## src/rtl/gpio_irq_pkg.sv

```systemverilog
package gpio_irq_pkg;
  localparam int unsigned ADDR_W  = 8;
  localparam int unsigned DATA_W  = 32;
  localparam int unsigned MAX_LINES = 24;
  localparam logic [ADDR_W-1:0] OFS_EN   = 8'h90;
  localparam logic [ADDR_W-1:0] OFS_MODE = 8'h94;
  localparam logic [ADDR_W-1:0] OFS_FLT  = 8'h98;
  localparam logic [ADDR_W-1:0] OFS_PER  = 8'h9C;
endpackage

```

## src/rtl/gpio_irq_regs.sv

```systemverilog
module gpio_irq_regs import gpio_irq_pkg::*; #(
  parameter int unsigned NUM_LINES = 24,
  parameter int unsigned PER_W     = 8,
  parameter logic [PER_W-1:0] PER_RST = '1
) (
  input  logic                 clk_i,
  input  logic                 rst_ni,
  input  logic                 we_i,
  input  logic [ADDR_W-1:0]    addr_i,
  input  logic [DATA_W-1:0]    wdata_i,
  output logic [DATA_W-1:0]    rdata_o,
  output logic [NUM_LINES-1:0] en_o,
  output logic [NUM_LINES-1:0] mode_o,
  output logic [NUM_LINES-1:0] flt_o,
  output logic [PER_W-1:0]     per_o
);
  always_ff @(posedge clk_i or negedge rst_ni) begin
    if (!rst_ni) begin
      en_o   <= '0;
      mode_o <= '0;
      flt_o  <= '0;
      per_o  <= PER_RST;
    end else if (we_i) begin
      unique case (addr_i)
        OFS_EN:   en_o   <= wdata_i[NUM_LINES-1:0];
        OFS_MODE: mode_o <= wdata_i[NUM_LINES-1:0];
        OFS_FLT:  flt_o  <= wdata_i[NUM_LINES-1:0];
        OFS_PER:  per_o  <= wdata_i[PER_W-1:0];
        default: ;
      endcase
    end
  end

  always_comb begin
    rdata_o = '0;
    unique case (addr_i)
      OFS_EN:   rdata_o[NUM_LINES-1:0] = en_o;
      OFS_MODE: rdata_o[NUM_LINES-1:0] = mode_o;
      OFS_FLT:  rdata_o[NUM_LINES-1:0] = flt_o;
      OFS_PER:  rdata_o[PER_W-1:0]     = per_o;
      default: ;
    endcase
  end
endmodule

```

## src/rtl/gpio_irq_sync.sv

```systemverilog
module gpio_irq_sync #(
  parameter int unsigned NUM_LINES = 24,
  parameter int unsigned STAGES    = 2
) (
  input  logic                 clk_i,
  input  logic                 rst_ni,
  input  logic [NUM_LINES-1:0] d_i,
  output logic [NUM_LINES-1:0] q_o
);
  logic [NUM_LINES-1:0] stg_q [STAGES];

  always_ff @(posedge clk_i or negedge rst_ni) begin
    if (!rst_ni) begin
      for (int s = 0; s < STAGES; s++) stg_q[s] <= '0;
    end else begin
      stg_q[0] <= d_i;
      for (int s = 1; s < STAGES; s++) stg_q[s] <= stg_q[s-1];
    end
  end

  assign q_o = stg_q[STAGES-1];
endmodule

```

## src/rtl/gpio_irq_filter.sv

```systemverilog
module gpio_irq_filter #(
  parameter int unsigned PER_W = 8
) (
  input  logic             clk_i,
  input  logic             rst_ni,
  input  logic             lvl_i,
  input  logic             flt_en_i,
  input  logic [PER_W-1:0] per_i,
  output logic             chg_o
);
  logic [PER_W-1:0] cnt_q;
  logic             filt_q, filt_d_q;
  logic [PER_W:0]   cnt_nxt;

  assign cnt_nxt = {1'b0, cnt_q} + 1'b1;

  always_ff @(posedge clk_i or negedge rst_ni) begin
    if (!rst_ni) begin
      cnt_q    <= '0;
      filt_q   <= 1'b0;
      filt_d_q <= 1'b0;
    end else begin
      filt_d_q <= filt_q;
      if (!flt_en_i) begin
        // bypassed filter tracks input so re-enabling adds no stale edge
        filt_q <= lvl_i;
        cnt_q  <= '0;
      end else if (lvl_i == filt_q) begin
        cnt_q <= '0;
      end else if (cnt_nxt >= {1'b0, per_i}) begin
        filt_q <= lvl_i;
        cnt_q  <= '0;
      end else begin
        cnt_q <= cnt_nxt[PER_W-1:0];
      end
    end
  end

  assign chg_o = filt_q ^ filt_d_q;
endmodule

```

## src/rtl/gpio_irq_front.sv

```systemverilog
module gpio_irq_front import gpio_irq_pkg::*; #(
  parameter int unsigned NUM_LINES = 24,
  parameter int unsigned PER_W     = 8
) (
  input  logic                 clk_i,
  input  logic                 rst_ni,
  input  logic                 reg_we_i,
  input  logic [ADDR_W-1:0]    reg_addr_i,
  input  logic [DATA_W-1:0]    reg_wdata_i,
  output logic [DATA_W-1:0]    reg_rdata_o,
  input  logic [NUM_LINES-1:0] gpio_i,
  output logic [NUM_LINES-1:0] level_o,
  output logic [NUM_LINES-1:0] irq_o
);
  logic [NUM_LINES-1:0] line_en, line_mode, line_flt, sync_lvl, line_chg;
  logic [PER_W-1:0]     flt_per;

  gpio_irq_regs #(.NUM_LINES(NUM_LINES), .PER_W(PER_W)) u_regs (
    .clk_i(clk_i), .rst_ni(rst_ni), .we_i(reg_we_i), .addr_i(reg_addr_i),
    .wdata_i(reg_wdata_i), .rdata_o(reg_rdata_o), .en_o(line_en),
    .mode_o(line_mode), .flt_o(line_flt), .per_o(flt_per)
  );

  gpio_irq_sync #(.NUM_LINES(NUM_LINES), .STAGES(2)) u_sync (
    .clk_i(clk_i), .rst_ni(rst_ni), .d_i(gpio_i), .q_o(sync_lvl)
  );

  assign level_o = sync_lvl;

  for (genvar i = 0; i < NUM_LINES; i++) begin : g_line
    gpio_irq_filter #(.PER_W(PER_W)) u_flt (
      .clk_i(clk_i), .rst_ni(rst_ni), .lvl_i(sync_lvl[i]),
      .flt_en_i(line_flt[i]), .per_i(flt_per), .chg_o(line_chg[i])
    );
    // both-edge: idle high, low pulse per accepted change; normal: gated level
    assign irq_o[i] = line_mode[i] ? ~(line_en[i] & line_flt[i] & line_chg[i])
                                   : (line_en[i] & sync_lvl[i]);
  end
endmodule

```

## config.mk

```make
export PLATFORM = sky130hd
export DESIGN_NAME = gpio_irq_front
export DESIGN_NICKNAME = d
export VERILOG_FILES = /design/src/rtl/gpio_irq_pkg.sv /design/src/rtl/gpio_irq_regs.sv /design/src/rtl/gpio_irq_sync.sv /design/src/rtl/gpio_irq_filter.sv /design/src/rtl/gpio_irq_front.sv
export SDC_FILE = /design/constraint.sdc
export NUM_CORES = 1
export LEC_CHECK = 0
export BUFFER_PORTS_ARGS = -buffer_cell sky130_fd_sc_hd__buf_2
export CELL_PAD_IN_SITES_DETAIL_PLACEMENT = 0
export CELL_PAD_IN_SITES_GLOBAL_PLACEMENT = 2
export CORE_UTILIZATION = 37
export DETAILED_ROUTE_END_ITERATION = 10
export GPL_TIMING_DRIVEN = 0
export HOLD_SLACK_MARGIN = 0.03
export PLACE_DENSITY_LB_ADDON = 0.3
export SYNTH_ARGS = -nofsm -noshare
export SYNTH_HDL_FRONTEND = slang
export SYNTH_HIERARCHICAL = 1
export SYNTH_SLANG_ARGS = --single-unit
export TNS_END_PERCENT = 5
```

## constraint.sdc

```tcl
create_clock -name clk_i -period 2 [get_ports clk_i]
set_clock_uncertainty 0.05 [all_clocks]
set_input_delay 0.4 -clock clk_i [delete_from_list [all_inputs] [get_ports clk_i]]
set_output_delay 0.4 -clock clk_i [all_outputs]
set_load 0.05 [all_outputs]
```

==> results.tsv <==
metric	value	unit
result of the run	finished with violations	
failing checks	setup timing	
most common library cell in the layout ignoring fill and taps	sky130_fd_sc_hd__dfrtp_1	
fraction of final layout cells sized beyond drive strength 1	36.97	%
Die Wd	245.2	um
biggest area consumer among synthesized cells	sky130_fd_sc_hd__dfrtp_1	
routed len/inst	18.21	um
Seq cells post-synth	368	
instance count after placement with tap cells included	2908	
leakage dissipation	12.83	nW
final-layout worst hold slack	0.07454	ns
# fillers	5217	
crit path capture type	flop	
maximum vdd drop	0.5481	mV
multi-input gate area in the final layout	13180	um2
Mapped Area	21890	um2
worst-case clock buffer depth	3	
Layout Cell Area excl Fill	28690	um2
initial antenna violation count	1	
synthesized-area fraction occupied by adder cells	12.34	%
residual DRC count	0	
Post-Syn Area per Cell	10.92	um2
Detail Route Antenna Nets	0	
kind of critical path	reg -> reg	
cell types with the largest area share after synthesis	sky130_fd_sc_hd__dfrtp_1, sky130_fd_sc_hd__ha_1, sky130_fd_sc_hd__xor2_1	
combinational fraction of design power	12.1	%
sequential cell area in the final layout	9279	um2
pins over their slew limit	0	
parity-gate share of the synthesized area counting xor and xnor cells	8.470	%
startpoint of the lowest-slack register-to-register path	g_line[0].u_flt/cnt_q[0]	
achievable clock frequency	415.2	MHz
number of buffers inserted by port buffering	128	
cells along the critical path	ha_2 > nand3_4 > nor2_4 > xor2_2 > ha_1 > nand3_2 > nand4b_1 > a211oi_2 > nand2_1 > mux2_4	
count of unique library cells instantiated by Yosys	43	
via count of the first global-routing pass	15610	
clock slew seen by the registers of the worst setup and hold paths	0.06	ns
half-perimeter wire length of the detailed placement result	34170	um
largest family of logic cells by synthesized area	simple AND/OR/NAND/NOR gates	
floorplan die area	60150	um2
number of buffers and inverters on the critical path	0	
clock latency on the worst-skew pair	0.58	ns
Internal Power	13.44	mW
number of standard-cell rows in the floorplan	88	
Post-Place Worst Slack	-0.8032	ns
worst-path maximum fanout	4	
Worst path top cell family by delay	simple AND/OR/NAND/NOR gates	
CTS tree	done	
switching power total	4.742	mW
startpoint of the most critical setup path	g_line[0].u_flt/cnt_q[0]	
fraction of the core area covered by cells at the end of the flow	49.44	%
total congestion overflow after global routing	0	
net count of the finished layout	2632	
multiplexer share of the synthesized area	7.658	%
largest net degree at the start of global routing	111	
post-synthesis share of cell area spent on and, or, nand and nor gates	18.99	%
# clock sinks	368	
worst-path cell with the longest stage delay	sky130_fd_sc_hd__dfrtp_1	
number of I/O pins	147	
instance area at placement	23870	um2
Min-Delay Startpoint	reg_wdata_i[12]	
routability congestion estimate from global placement	0.7624	
initial cell density of the core	37.73	%
Worst Tran Pin Value	0.6353	ns
slowest stage delay, CP	0.40	ns
data arrival time of the worst path	2.82	ns
type of the tightest min-delay check	in -> reg	
Pwr Density	633.7	nW/um2
Final setup viols	252	
CTS Root Cell	sky130_fd_sc_hd__clkbuf_16	
final total power	18.18	mW
highest-count cells in the layout ignoring fill and taps	sky130_fd_sc_hd__dfrtp_1, sky130_fd_sc_hd__inv_1, sky130_fd_sc_hd__ha_1	
unrepaired setup endpoints after global routing	yes	
Critical Path RT	2.42	ns
final worst slack	-0.4082	ns
DR pass1 iterations	4	
number of warnings printed during yosys synthesis	6	
number of hold violations in the final report	0	
area overhead of the layout relative to synthesis	31.05	%
top cell type's share of synthesized area	41.15	%
Clock H-tree levels	2	
sequential power share	43.0	%
vertical die dimension	245.2	um
Routed Wire Length	57280	um
setup TNS	-61.45	ns
area inside the core boundary	58030	um2
per-cell via count in the routed design	4.839	
Tcrit/Tclk final	120.4	%
Final Critical Period	2.408	ns
Clock power frac	44.9	%
first-pass GRT wire length	87170	um
final std cells w/o fill	3146	
number of buffers created by CTS	46	
GRT Total Usage	18.78	%
# Max-Cap Violations	0	
total number of vias	15230	
setup slack of the most critical reg-to-reg path	-0.41	ns
Gate Count Post-Synth	2005	
headroom to the max-slew limit	57.64	%
number of DRC markers after the initial detailed-route iteration	532	
Synth Area in Compound Gates	5.321	%
kind of start point of the critical path	flop	
sequential area share after synthesis	42.11	%
switching part of the total power	26.08	%
state kept, by name, summed over array words and instances, names as in the netlist:
| signal | cells |
|---|---|
| u_sync/q_o | 24 |
| u_sync/stg_q | 24 |
| g_line.u_flt/filt_q | 24 |
| g_line.u_flt/filt_d_q | 24 |
| u_regs/flt_o | 24 |
| u_regs/per_o | 8 |
| u_regs/mode_o | 24 |
| u_regs/en_o | 24 |
| g_line.u_flt/cnt_q | 192 |
area by class of cell:
cell class	instances	area share (%)
clock buffer	68	4.688
inverter	192	2.512
antenna	1	0.008723
timing repair buffer	289	9.106
sequential	368	32.34
clock inverter	11	0.4230
multi-input combinational	1402	45.94
tap	765	3.336
buffer	50	1.640
layer usage:
| layer | track usage [%] | part of all wire, % |
|---|---|---|
| met1 | 24.76 | 46 |
| met2 | 31.41 | 48 |
| met3 | 3.105 | 4.2 |
| met4 | 5.662 | 2.5 |
| met5 | 0 | 0 |
cells by family (layout without fill, tap and decap cells):
kind of cell / count (synthesis) / count (layout)
xor+xnor: 192 / 192
buf+inv: 242 / 610
mux: 128 / 128
simple gates: 698 / 698
other cells: 1 / 9
flops: 368 / 368
fa+ha+maj: 216 / 216
compound gates: 160 / 160
worst paths after layout:
kind | end | depth (start not counted)
worst max-delay path | g_line[0].u_flt/filt_q | 10
worst min-delay path | u_regs/flt_o[12] | 2
worst max register to register | g_line[0].u_flt/filt_q | 10
worst min register to register | u_sync/q_o[23] | 0
max in group asynchronous | g_line[11].u_flt/cnt_q[2] | 4
min in group asynchronous | g_line[17].u_flt/cnt_q[5] | 2
power by group through the flow:
stage | clock (mW) | sequential, mW | combinational, mW
2_1_floorplan | 0 | 7.91 | 1.17
3_3_place_gp | 0 | 8.04 | 1.65
3_5_place_dp | 0 | 8.04 | 1.71
4_1_cts | 8.46 | 7.80 | 2.08
5_1_grt | 8.76 | 7.83 | 2.40
6_report | 8.17 | 7.81 | 2.20
cells in the mapped netlist (all sizes together):
| master | n |
|---|---|
| dfrtp | 360 |
| ha | 216 |
| inv | 192 |
| nand3 | 168 |
| nor2b | 145 |
| xor2 | 143 |
| nand2 | 136 |
| nor2 | 123 |
| mux2 | 104 |
| a21oi | 87 |
| xnor2 | 49 |
| buf | 47 |
| and3 | 32 |
| and2 | 25 |
| a211o | 24 |
| a211oi | 24 |
| a41oi | 24 |
| nand2b | 24 |
| nand4b | 24 |
| mux2i | 16 |
| or2 | 15 |
| dfstp | 8 |
| mux4 | 8 |
| clkbuf | 3 |
| nand4 | 3 |
| a2bb2oi | 1 |
| and2b | 1 |
| and4 | 1 |
| and4bb | 1 |
| conb | 1 |
what timing repair did:
item,in CTS,in global routing
setup endpoints to repair,264,370
setup buffers,53,56
hold endpoints to repair,144,0
pin swaps,119,84
resized for setup,153,190
gates cloned,0,4
hold buffers,45,0
Power figures use the tool's default switching activity.
